## src/rtl/i2c_tac_pkg.sv

```systemverilog
package i2c_tac_pkg;

  localparam int TAR_W = 10;

  typedef enum logic [1:0] {
    AM_7BIT   = 2'd0,
    AM_10BIT  = 2'd1,
    AM_GCALL  = 2'd2,
    AM_STBYTE = 2'd3
  } amode_t;

  typedef struct packed {
    logic             m10;
    logic             spec;
    logic             sel;
    logic [TAR_W-1:0] tar;
  } tgt_cfg_t;

  localparam int CFG_W = $bits(tgt_cfg_t);

  function automatic amode_t pick_mode(tgt_cfg_t c);
    if (c.spec) return c.sel ? AM_STBYTE : AM_GCALL;
    return c.m10 ? AM_10BIT : AM_7BIT;
  endfunction

  function automatic logic [7:0] lead_byte(amode_t m, logic [TAR_W-1:0] a, logic rd);
    case (m)
      AM_7BIT:  return {a[6:0], rd};
      AM_10BIT: return {5'b11110, a[9:8], rd};
      AM_GCALL: return 8'h00;
      default:  return 8'h01;
    endcase
  endfunction

  function automatic logic [7:0] tail_byte(amode_t m, logic [TAR_W-1:0] a);
    return (m == AM_10BIT) ? a[7:0] : 8'h00;
  endfunction

endpackage

```

## src/rtl/i2c_tac_wr_gate.sv

```systemverilog
module i2c_tac_wr_gate #(
  parameter bit DYN_UPDATE = 1'b1
) (
  input  logic wr_en,
  input  logic ctl_enabled,
  input  logic mst_mode,
  input  logic mst_busy,
  input  logic txf_empty,
  output logic wr_accept,
  output logic wr_drop
);

  logic live_ok;

  generate
    if (DYN_UPDATE) begin : g_dyn
      assign live_ok = !mst_busy && mst_mode && txf_empty;
    end else begin : g_static
      assign live_ok = 1'b0;
    end
  endgenerate

  assign wr_accept = wr_en && (!ctl_enabled || live_ok);
  assign wr_drop   = wr_en && !wr_accept;

endmodule

```

## src/rtl/i2c_tac_regs.sv

```systemverilog
module i2c_tac_regs
  import i2c_tac_pkg::*;
#(
  parameter bit               DYN_UPDATE = 1'b1,
  parameter logic [TAR_W-1:0] RST_TAR    = 10'h055,
  parameter bit               RST_M10    = 1'b1,
  parameter int               REG_W      = 32
) (
  input  logic             clk,
  input  logic             rst_n,
  input  logic             wr_accept,
  input  logic             wr_drop,
  input  logic [CFG_W-1:0] wr_data,
  output tgt_cfg_t         cfg,
  output logic [REG_W-1:0] rd_data,
  output logic             wr_rejected
);

  localparam int PAD_W = REG_W - CFG_W;

  tgt_cfg_t cfg_q;
  tgt_cfg_t cfg_d;
  logic     m10_rd;

  assign cfg_d = tgt_cfg_t'(wr_data);

  always_ff @(posedge clk or negedge rst_n) begin
    if (!rst_n) begin
      cfg_q.spec  <= 1'b0;
      cfg_q.sel   <= 1'b0;
      cfg_q.tar   <= RST_TAR;
      wr_rejected <= 1'b0;
    end else begin
      wr_rejected <= wr_drop;
      if (wr_accept) begin
        cfg_q.spec <= cfg_d.spec;
        cfg_q.sel  <= cfg_d.sel;
        cfg_q.tar  <= cfg_d.tar;
      end
    end
  end

  generate
    if (DYN_UPDATE) begin : g_m10_reg
      always_ff @(posedge clk or negedge rst_n) begin
        if (!rst_n)         cfg_q.m10 <= RST_M10;
        else if (wr_accept) cfg_q.m10 <= cfg_d.m10;
      end
      assign m10_rd = cfg_q.m10;
    end else begin : g_m10_fixed
      assign cfg_q.m10 = RST_M10;
      assign m10_rd    = 1'b0;
    end
  endgenerate

  assign cfg     = cfg_q;
  assign rd_data = {{PAD_W{1'b0}}, m10_rd, cfg_q.spec, cfg_q.sel, cfg_q.tar};

  AST_HOLD_NO_WRITE: assert property (@(posedge clk) disable iff (!rst_n)
    !$past(wr_accept) |-> $stable(cfg_q));
  AST_REJ_ONE_CYCLE: assert property (@(posedge clk) disable iff (!rst_n)
    wr_rejected |-> $past(wr_drop));

endmodule

```

## src/rtl/i2c_tac_addr_phase.sv

```systemverilog
module i2c_tac_addr_phase
  import i2c_tac_pkg::*;
(
  input  tgt_cfg_t   cfg,
  input  logic       cmd_is_read,
  output amode_t     mode,
  output logic [7:0] b_first,
  output logic [7:0] b_second
);

  always_comb begin
    mode     = pick_mode(cfg);
    b_first  = lead_byte(mode, cfg.tar, cmd_is_read);
    b_second = tail_byte(mode, cfg.tar);
  end

endmodule

```

## src/rtl/i2c_tac_abort.sv

```systemverilog
module i2c_tac_abort (
  input  logic clk,
  input  logic rst_n,
  input  logic gc_mode,
  input  logic cmd_valid,
  input  logic cmd_is_read,
  input  logic abort_clr,
  output logic cmd_fwd,
  output logic tx_abort
);

  logic gc_read_hit;

  assign gc_read_hit = gc_mode && cmd_valid && cmd_is_read;
  assign cmd_fwd     = cmd_valid && !(gc_mode && cmd_is_read);

  always_ff @(posedge clk or negedge rst_n) begin
    if (!rst_n)           tx_abort <= 1'b0;
    else if (gc_read_hit) tx_abort <= 1'b1;
    else if (abort_clr)   tx_abort <= 1'b0;
  end

  AST_GC_READ_HELD: assert property (@(posedge clk) disable iff (!rst_n)
    (gc_mode && cmd_is_read) |-> !cmd_fwd);
  AST_ABORT_RAISE: assert property (@(posedge clk) disable iff (!rst_n)
    gc_read_hit |=> tx_abort);
  AST_ABORT_STICKY: assert property (@(posedge clk) disable iff (!rst_n)
    (tx_abort && !abort_clr) |=> tx_abort);
  AST_ABORT_CLEAR: assert property (@(posedge clk) disable iff (!rst_n)
    (abort_clr && !gc_read_hit) |=> !tx_abort);

endmodule

```

## src/rtl/i2c_tgt_addr_ctrl.sv

```systemverilog
module i2c_tgt_addr_ctrl
  import i2c_tac_pkg::*;
#(
  parameter bit               DYN_UPDATE = 1'b1,
  parameter logic [TAR_W-1:0] RST_TAR    = 10'h055,
  parameter bit               RST_M10    = 1'b1,
  parameter int               REG_W      = 32
) (
  input  logic             clk,
  input  logic             rst_n,
  input  logic             reg_wr_en,
  input  logic [REG_W-1:0] reg_wr_data,
  output logic [REG_W-1:0] reg_rd_data,
  input  logic             ctl_enabled,
  input  logic             mst_mode,
  input  logic             mst_busy,
  input  logic             txf_empty,
  output logic             wr_rejected,
  input  logic             cmd_valid,
  input  logic             cmd_is_read,
  input  logic             abort_clr,
  output logic             cmd_fwd,
  output logic             tx_abort,
  output logic [1:0]       addr_mode,
  output logic [7:0]       first_byte,
  output logic [7:0]       second_byte
);

  logic     wr_accept;
  logic     wr_drop;
  tgt_cfg_t cfg;
  amode_t   mode;
  logic     gc_mode;

  i2c_tac_wr_gate #(.DYN_UPDATE(DYN_UPDATE)) u_gate (
    .wr_en       (reg_wr_en),
    .ctl_enabled (ctl_enabled),
    .mst_mode    (mst_mode),
    .mst_busy    (mst_busy),
    .txf_empty   (txf_empty),
    .wr_accept   (wr_accept),
    .wr_drop     (wr_drop)
  );

  i2c_tac_regs #(
    .DYN_UPDATE (DYN_UPDATE),
    .RST_TAR    (RST_TAR),
    .RST_M10    (RST_M10),
    .REG_W      (REG_W)
  ) u_regs (
    .clk         (clk),
    .rst_n       (rst_n),
    .wr_accept   (wr_accept),
    .wr_drop     (wr_drop),
    .wr_data     (reg_wr_data[CFG_W-1:0]),
    .cfg         (cfg),
    .rd_data     (reg_rd_data),
    .wr_rejected (wr_rejected)
  );

  i2c_tac_addr_phase u_phase (
    .cfg         (cfg),
    .cmd_is_read (cmd_is_read),
    .mode        (mode),
    .b_first     (first_byte),
    .b_second    (second_byte)
  );

  assign addr_mode = mode;
  assign gc_mode   = (mode == AM_GCALL);

  i2c_tac_abort u_abort (
    .clk         (clk),
    .rst_n       (rst_n),
    .gc_mode     (gc_mode),
    .cmd_valid   (cmd_valid),
    .cmd_is_read (cmd_is_read),
    .abort_clr   (abort_clr),
    .cmd_fwd     (cmd_fwd),
    .tx_abort    (tx_abort)
  );

  AST_HIGH_BITS_DROPPED: assert property (@(posedge clk) disable iff (!rst_n)
    (reg_wr_en && (|reg_wr_data[REG_W-1:CFG_W])) |=> (reg_rd_data[REG_W-1:CFG_W] == '0));
  AST_ENABLED_BUSY_BLOCKS: assert property (@(posedge clk) disable iff (!rst_n)
    (reg_wr_en && ctl_enabled && mst_busy) |=> wr_rejected);
  AST_DISABLED_TAKES: assert property (@(posedge clk) disable iff (!rst_n)
    (reg_wr_en && !ctl_enabled) |=> !wr_rejected);

endmodule

```

## config.mk

```make
export PLATFORM = sky130hd
export DESIGN_NAME = i2c_tgt_addr_ctrl
export DESIGN_NICKNAME = d
export VERILOG_FILES = /design/src/rtl/i2c_tac_pkg.sv /design/src/rtl/i2c_tac_wr_gate.sv /design/src/rtl/i2c_tac_regs.sv /design/src/rtl/i2c_tac_addr_phase.sv /design/src/rtl/i2c_tac_abort.sv /design/src/rtl/i2c_tgt_addr_ctrl.sv
export SDC_FILE = /design/constraint.sdc
export NUM_CORES = 1
export LEC_CHECK = 0
export ABC_AREA = 1
export BUFFER_PORTS_ARGS = -buffer_cell sky130_fd_sc_hd__buf_2
export CAP_MARGIN = 20
export CORE_MARGIN = 2
export CORE_UTILIZATION = 38
export DETAILED_ROUTE_END_ITERATION = 16
export PLACE_DENSITY = 0.84
export SETUP_SLACK_MARGIN = 0.05
export SLEW_MARGIN = 20
export SYNTH_ARGS = -nofsm -noshare
export SYNTH_HDL_FRONTEND = slang
export SYNTH_SLANG_ARGS = --single-unit
```

## constraint.sdc

```tcl
create_clock -name clk -period 3.6 [get_ports clk]
set_input_delay 1.08 -clock clk [delete_from_list [all_inputs] [get_ports clk]]
set_output_delay 1.08 -clock clk [all_outputs]
set_load 0.03 [all_outputs]
```

==> results of run 1 <==
[layout make-up]
cell class	instances	area [sq um]
Fill cell	271	1271
Multi-Input combinational cell	89	404.1
Sequential cell	15	381.6
Timing Repair Buffer	56	280.3
Inverter	14	52.55
Tap cell	30	37.54
Clock buffer	3	22.52
Clock inverter	1	5.005
[cell families after synthesis]
| group | Yosys count | share of synthesized area |
|---|---|---|
| flops | 15 | 0.3936 |
| compound gates | 8 | 0.04516 |
| buf+inv | 39 | 0.2594 |
| other cells | 1 | 0.003867 |
| simple gates | 62 | 0.2981 |
[cell usage in the layout, fill, tap and decap left out, drive strengths merged, types with 3 or more instances in the layout]
master	Yosys	final
buf	25	56
clkbuf	0	3
conb	1	19
dfrtp	10	10
dfstp	5	5
inv	14	14
nand2	32	32
nand3	17	17
nor2	13	13
o21ai	7	7
[worst paths after layout]
path	startpoint	to	cells after the start
setup / recovery	cmd_is_read	cmd_fwd	5
hold reg to reg	u_regs.cfg[6]$_DFFE_PN1P_	u_regs.cfg[6]$_DFFE_PN1P_	2
setup reg to reg	u_regs.cfg[11]$_DFFE_PN0P_	u_abort.tx_abort$_DFFE_PN0P_	4
max in group asynchronous	rst_n	u_regs.cfg[4]$_DFFE_PN1P_	1
min in group asynchronous	rst_n	u_abort.tx_abort$_DFFE_PN0P_	1
hold / removal	u_regs.cfg[6]$_DFFE_PN1P_	u_regs.cfg[6]$_DFFE_PN1P_	2
[critical path: stages]
cell     delay [ns]
buf_2          0.11
nand2_1        0.06
nand2_1        0.04
inv_1          0.04
buf_2          0.18
[power groups by stage]
stage / registers, mW / logic [mW] / clock network [mW]
finish: 0.216 / 0.260 / 0.0953
global route: 0.220 / 0.287 / 0.105
CTS: 0.216 / 0.263 / 0.101
detailed placement: 0.219 / 0.263 / 0
global placement: 0.218 / 0.259 / 0
floorplan: 0.257 / 0.174 / 0
[through the flow]
stage,power [mW],hold slack (ns),setup WS (ns),std cells
4_1_cts,0.5803,0.4746,1.001,208
3_5_place_dp,0.4822,0.4602,1.002,204
3_3_place_gp,0.4776,0.4588,1.017,204
2_1_floorplan,0.4308,0.4873,0.9803,143
5_1_grt,0.6123,0.4971,0.9412,208
6_report,0.5715,0.4704,1.007,208
[flip-flops by register name, indices dropped and copies added (netlist names)]
register,cells
u_abort.tx_abort,1
u_regs.cfg,12
u_regs.m10_rd,1
u_regs.wr_rejected,1
[metal layers]
layer / global-route usage / routed length (um) / vias to the layer above
li1: - / - / 450
met1: 0.1582 / 837 / 387
met2: 0.2751 / 1110 / 36
met3: 0.008197 / 119 / 0
met4: 0.06250 / 0 / 0
met5: 0 / 0 / -
==> results.txt, run 1 <==
- Final routed DRC violation total: 0
- Post-detail-place hpwl: 1630 um
* Most common cell in the synthesized netlist: nand2_1
- Clock insertion delay at the later pin of the skew report: 0.28 ns
* Antenna violations before repair: 0
* Startpoint type of the worst setup path: input port
- Of the total power, the clock network draws 0.167.
- Total congestion overflow after global routing: 0
- Final count of hold timing violations: 0
- Count of max-cap constraint violations: 0
* Standard-cell row count: 18
- Counting flops with a built-in enable in the synthesized netlist gives 0.
- Averaged over all synthesized cells, the footprint is 7.757 sq um.
- Setup violations remaining at the end of the flow were counted as 0.
- Global-route wire length before repair: 3029 um
* Average wire per standard cell: 9.933 um
- In the final timing run, aggregate negative setup slack is 0 ns.
- The critical path is of the input port to output port type.
* Number of synthesized register bits: 15
- Inserted Clock Buffers: 3
- Pint: 0.3013 mW
* Switching Share: 0.4728
* Initial standard-cell utilization of the core: 0.3950
- Fin util: 0.4822
- Once layout is done, the placed cells without fillers occupy 0.001184 sq mm.
- The number of antenna diodes in the final layout is 0.
- Static timing analysis puts the maximum clock frequency at 385.6 MHz.
- Vias after detailed routing: 873
- Number of slew-limit violations in the final report: 0
- For this design the total switching power over the nets is 0.2702 mW.
* Final clock period utilization by the worst path: 0.7203
- Final ANT Viol Nets: 0
- In the final layout, the share of cells above drive strength 1 is 0.4045.
- Pin placement for this block handled 95 I/O pins.
* Number of gates resized after cts: 0
- Summed instance area of the synthesized netlist: 969.7 sq um
* Cells taking the most area after synthesis: dfrtp_1, buf_4, dfstp_2
- Setup skew after layout: 0.0002094 ns
* Drt via density: 4.197
- For this block, the routed nets add up to 2066 um of wire.
* First-pass iteration count of the detailed router: 4
* Path type of the worst min-delay path: flip-flop to flip-flop
* Most area-hungry cell type in the Yosys netlist: dfrtp_1
- Maximum number of pins on one net before global-route repair: 16
- Data arrival time of the worst path: 1.51 ns
- Std-Cell Core Area: 0.002455 sq mm
- Vertical extent of the die: 54.52 um
- The worst setup path is captured at an output port.
* Status: complete, no violations
- The number of global-route vias before repair is 685.
* Number of buffers on the longest clock path: 2
- Syn Inst Count: 125
- CTS built an H-tree with a depth of 1.
* Share of Yosys cell area claimed by the top area cell type: 0.2581
- Number of nets at the end of the flow: 221
- Clock root buffer: clkbuf_4
- Initial detailed-routing violation count: 10
- Main synth FF type: dfrtp_1
- Power density cells: 482.8 mW/mm^2
* CTS tree: built
- The share of total power dissipated in sequential elements is 0.378.
- Setup repair after global routing left no endpoint under its margin.
* Max FO, Critical Path: 3
- Sorting the synthesized cells by how often they occur yields nand2_1, buf_4, nand3_1, inv_1, nor2_1.
- Area of placed instances: 0.001156 sq mm
- Buffers inserted to repair hold after CTS numbered 0.
- Yosys printed 0 warnings.
* Area Overhead vs Synth: 22.07%
* Worst setup slack for register-to-register paths: 2.59 ns
- Cell variety after synth: 17
* Width of the die: 54.52 um
* Worst VDD drop: 207.8 uV
- Input and output buffers added on the ports amount to 56.
- Of the total power, combinational logic draws 0.456.
- The die covers 0.002972 sq mm.
- Share of flip-flops with an asynchronous set or reset after synthesis: 1.000
- Req. time, crit path: 2.52 ns
* Routability-driven placement congestion ratio: 0.6487
- Global-route usage over all layers: 0.1425
- Sequential cell area fraction in the yosys report: 0.3935
- Time the final worst path needs with I/O delays and setup: 2.593 ns
* Leakage power total: 0.7387 nW
- The number of setup buffers added after CTS is 0.
- Clk pin slew, worst setup/hold paths: 0.09 ns
* Sinks on Clock Net: 15
(Power assumes the default switching activity.)
==> run 2: changes to the inputs <==
- CORE_UTILIZATION: 38 -> 32
- PLACE_DENSITY: 0.84 -> 0.75
- clock period: 3.6 -> 2.3 ns (I/O delays scaled with it)
==> results.txt, run 2 (synthesized netlist as in run 1, its figures left out) <==
- Based on the critical path, the design can be clocked at up to 475.0 MHz.
- Counting I/O delays and the setup requirement, the final critical path takes 2.105 ns.
- Flip-flop count of the largest register after layout: 12
- Req. time, crit path: 1.61 ns
* CTS tree: built
* Final clock period utilization by the worst path: 0.9153
- Clock-pin slew was measured on the worst setup and hold paths at 0.09 ns.
* Commonest cells after routing, fill and taps aside: buf_2, nand2_1, conb_1, nand3_1, inv_1
- The number of pins exceeding their max-slew limit in the final report is 0.
* Drt via density: 4.167
* Worst flop-to-flop path endpoint: u_abort.tx_abort$_DFFE_PN0P_
- After clock tree synthesis, the flow added hold-fix buffers numbering 0.
- Setup violations remaining at the end of the flow were counted as 0.
- Crit. Startpoint: u_regs.cfg[11]$_DFFE_PN0P_
- Summed over all cells, the static leakage comes to 0.7364 nW.
- The clock arrives with 0.0004411 ns of skew.
- The number of global-route vias before repair came to 701.
- Of the total power, the share spent switching nets is 0.4702.
* Number of gates resized after cts: 0
- Post-CTS setup repair buffer count: 0
- Status: complete, no violations
- The signal on the critical path passes through inv_4 > nand2_1 > o21ai_0 > buf_2.
- The worst-case IR drop observed on VDD is 241.7 uV.
- The share of total power dissipated in sequential elements is 0.376.
- Power density cells: 755.7 mW/mm^2
- Delay of the slowest cell on the worst path: 0.49 ns
- The floorplan step set the die width to 59.05 um.
- Across the run, the number of max-cap violations was 0.
- H-tree levels: 1
- Category of the most critical setup path: flip-flop to output port
- From bottom edge to top edge, the die measures 59.05 um.
- Source of the worst register-to-register timing path: u_regs.cfg[11]$_DFFE_PN0P_
* Inserted Clock Buffers: 3
- Number of gates on the worst path with buffers counted: 4
- The clock reaches the later pin of the worst-skew pair after 0.28 ns.
- Number of I/O port buffers: 56
* Critical path buffers and inverters: 2
- The area growth from synthesis to layout is 22.32%.
* Count of boundary I/O pins: 95
- For this block, the routed nets add up to 2107 um of wire.
- Initial standard-cell utilization of the core: 0.3428
- Final count of hold timing violations: 0
- After the first detailed-routing iteration, the DRC count stood at 27.
- Setup repair after global routing left no endpoint under its margin.
* Clock root buffer: clkbuf_4
* Routed length on met2: 1093 um
- Switching power of the nets: 0.4215 mW
- The number of antenna diodes in the final layout is 0.
- Summed over all layers, the global routing overflow is 0.
- The largest individual stage delay along the critical path comes from the cell dfrtp_1.
* Pint: 0.4750 mW
- The initialized floorplan defines 19 standard-cell rows.
* Average wire per standard cell: 10.08 um
- The critical path ends at first_byte[1].
- Total negative slack: 0 ns
- The first TritonRoute pass finished after 4 iterations.
- Highest routed metal layer: met4
- Maximum number of pins on one net before global-route repair: 16
- The worst setup path is launched from a flip-flop.
* Sinks on Clock Net: 15
* Routability-driven placement congestion ratio: 0.6783
* Clock network power share: 0.167
* Number of buffers on the longest clock path: 2
- Full die area: 0.003486 sq mm
- Data on the critical path arrives at its endpoint at 1.42 ns.
- The worst setup path is captured at an output port.
- The first global-routing pass estimated 3312 um of wire.
* Number of cell instances on the worst register-to-register path: 4
- Combinational group share of total power: 0.456
* Number of nets at the end of the flow: 221
* CP delay by family, top: flip-flops
- Worst setup slack for register-to-register paths: 1.34 ns
* Max FO, Critical Path: 9
- The floorplan step defined a core boundary enclosing 0.002829 sq mm.
* Post-Route Hold Slack: 0.2928 ns
- Summing over every cut layer, the via total after detailed routing is 871.
- Most frequent standard cell in the layout excluding fill and tap cells: buf_2
- Routed metal-1 wirelength: 840 um
- After legalization and detailed placement, the total HPWL measured 1671 um.
- Antenna violations before repair: 0
* Path type of the worst min-delay path: input port to asynchronous set/reset pin
* Final routed DRC violation total: 0
- Global-route usage over all layers: 0.1309
- In this run the remaining antenna-violating nets after routing total 0.
- Met3 Routed Length: 146 um
- Fraction of final layout cells with drive strength greater than 1: 0.3989
==> run 2: worst min path at each step <==
stage                                    from                            to  slack (ns)
global placement    u_regs.cfg[6]$_DFFE_PN1P_     u_regs.cfg[6]$_DFFE_PN1P_        0.46
detailed placement  u_regs.cfg[6]$_DFFE_PN1P_     u_regs.cfg[6]$_DFFE_PN1P_        0.46
CTS                                     rst_n    u_regs.cfg[10]$_DFFE_PN0P_        0.30
finish                                  rst_n  u_regs.wr_rejected$_DFF_PN0_        0.29
floorplan                               rst_n  u_abort.tx_abort$_DFFE_PN0P_        0.39
global route                            rst_n     u_regs.cfg[3]$_DFFE_PN0P_        0.30
==> run 2: final cells by class <==
| type | count | area [sq um] |
|---|---|---|
| Sequential cell | 15 | 381.6 |
| Tap cell | 31 | 38.79 |
| Fill cell | 294 | 1643 |
| Multi-Input combinational cell | 89 | 404.1 |
| Inverter | 14 | 55.05 |
| Timing Repair Buffer | 56 | 280.3 |
| Clock buffer | 4 | 26.28 |
==> run 2: through the flow <==
stage	cell area, sq um	util	std cells	power (mW)	setup WS, ns
global placement	1157	0.4091	205	0.7496	0.4577
CTS	1184	0.4184	209	0.9116	0.1116
detailed placement	1157	0.4091	205	0.7530	0.4434
global route	1186	0.4193	209	0.9612	0.05278
finish	1186	0.4193	209	0.8964	0.1949
floorplan	1037	-	143	0.6743	0.09695
==> run 2: metal layers <==
metal  GRT usage  vias to the layer above
met5           0                        -
met4     0.07792                        0
met3     0.02402                        2
met2      0.2032                       42
met1      0.1692                      375
li1            -                      452
==> run 2: power by group through the flow <==
stage          combinational, mW  sequential [mW]  clock [mW]
5_1_grt                    0.443            0.344       0.175
3_3_place_gp               0.407            0.342           0
3_5_place_dp               0.411            0.342           0
2_1_floorplan              0.272            0.402           0
4_1_cts                    0.412            0.338       0.162
6_report                   0.409            0.337       0.150
==> run 3: changes to the inputs <==
- CORE_UTILIZATION: 32 -> 36
- PLACE_DENSITY: 0.75 -> 0.8
- clock period: 2.3 -> 2.15 ns (I/O delays scaled with it)
==> results.txt, run 3 (synthesized netlist as in run 1, its figures left out) <==
- Status: complete, no violations
- Most frequent standard cell in the layout excluding fill and tap cells: buf_2
- Number of I/O port buffers: 56
- Global-route usage over all layers: 0.1361
- TritonCTS built the clock tree.
* Fin worst setup slack: 0.1558 ns
- Routed metal-1 wirelength: 790 um
* H-tree levels: 1
- Source of the worst register-to-register timing path: u_regs.cfg[11]$_DFFE_PN0P_
* Post-CTS setup repair buffer count: 0
* Data arrival time of the worst path: 1.35 ns
* Max FO, Critical Path: 9
- Once layout is done, the placed cells without fillers occupy 0.001189 sq mm.
- After detailed routing, the average wire length per cell comes to 9.841 um.
- Fin util: 0.4712
* Maximum number of pins on one net before global-route repair: 16
- The initial utilization of the core area, before any placement, comes to 0.3844.
* Met3 Routed Length: 161 um
* Time the final worst path needs with I/O delays and setup: 1.994 ns
- Power density cells: 803.5 mW/mm^2
- VDD sags by at most 450.3 uV.
* Dpl cells: 204
* Via count of the first global-routing pass: 725
- Setup repair after global routing left no endpoint under its margin.
* Kind of end point of the critical path: output port
- Routability-driven placement congestion ratio: 0.7033
- Antenna diodes: 0
* Full die area: 0.003125 sq mm
* Final setup vio count: 0
* Post-detail-place hpwl: 1619 um
- Req. time, crit path: 1.50 ns
- CTS saw 15 sinks.
- Counting the buffers created by CTS gives 3.
- Routed length on met2: 1096 um
- No sink is reached through more buffers than the 2 on the longest clock path.
- The endpoint identified for the worst register-to-register timing path is u_abort.tx_abort$_DFFE_PN0P_.
* Number of cell instances on the worst register-to-register path: 4
- Compared with the post-synthesis result, the final layout area differs by 22.58%.
- For flop-to-flop paths, the worst setup slack is 1.27 ns.
- Final clock period utilization by the worst path: 0.9275
- Fraction of final layout cells with drive strength greater than 1: 0.4045
- Tracing the worst setup path back leads to its startpoint at u_regs.cfg[11]$_DFFE_PN0P_.
- After clock tree synthesis, the clock-pin slew on the worst setup and hold paths is 0.08 ns.
- For this design the top-level I/O count stands at 95.
- Place WS: 0.3672 ns
* Vias after detailed routing: 871
- The register with the most flip-flops in the layout has 12 of them.
* Total negative slack: 0 ns
- The final layout contains routed wiring with a total length of 2047 um.
- The core region is 0.002522 sq mm.
* Leakage power total: 0.7355 nW
- Final routed DRC violation total: 0
- Drt via density: 4.188
* Overall power consumption: 0.9551 mW
* Achievable frequency: 501.5 MHz
- Path type of the worst min-delay path: input port to asynchronous set/reset pin
- For this block, the initial DRC count from the detailed router was 32.
- Category of the most critical setup path: flip-flop to output port
- Clock insertion delay at the later pin of the skew report: 0.27 ns
- Summed over all layers, the global routing overflow is 0.
* Standard-cell row count: 18
* Number of nets at the end of the flow: 221
- Area of placed instances: 0.001156 sq mm
* Commonest cells after routing, fill and taps aside: buf_2, nand2_1, conb_1, nand3_1, inv_1
* Final ANT Viol Nets: 0
- Filler-free cell count of the finished design: 208
- After detailed routing, no signal wire sits above met3.
- The worst setup path is launched from a flip-flop.
- Global-route wire length before repair: 3325 um
- The cell sitting at the root of the clock tree is a clkbuf_4.
- The pre-antenna-repair detailed-routing pass consisted of 4 iterations.
- Vertical extent of the die: 55.90 um
- The initial antenna violation count was 0.
* Count of max-cap constraint violations: 0
* Final count of hold timing violations: 0
* Setup skew after layout: 0.002167 ns
- The number of pins exceeding their max-slew limit in the final report was 0.
* Width of the die: 55.90 um
- On the final layout, the worst hold slack is 0.2590 ns.
-- run 3: worst max-delay path, cell delays in order, from the launching register on --
cell and delay, ns:
dfrtp_2 0.48, inv_4 0.12, nand2_1 0.11, o21ai_0 0.15
buf_2 0.22
-- run 3: worst max path at each step --
stage | end | slack [ns]
final | first_byte[2] | 0.16
after global routing | first_byte[2] | 0.06
after CTS | first_byte[1] | 0.05
after detailed placement | first_byte[1] | 0.37
after global placement | first_byte[1] | 0.35
after floorplan | first_byte[1] | -0.008
-- run 3: area by class of cell --
class | count | area [sq um]
fill | 292 | 1334
multi-input combinational | 89 | 404.1
sequential | 15 | 382.9
timing repair buffer | 56 | 282.8
inverter | 14 | 55.05
tap | 30 | 37.54
clock buffer | 4 | 26.28
-- run 3: layer usage --
layer,GRT usage,up-vias
met2,0.2517,35
met4,0.02041,0
li1,-,450
met1,0.1478,386
met3,0.05581,0
met5,0,-
-- run 3: repair_timing --
| action | in CTS | in global routing |
|---|---|---|
| hold buffers | 0 | 0 |
| setup endpoints to repair | 0 | 15 |
| gates resized for setup | 0 | 3 |
-- run 3: report_power, final --
part           internal (mW)  switching [mW]
Clock                 0.0719          0.0828
Combinational          0.111           0.327
Sequential             0.327          0.0346
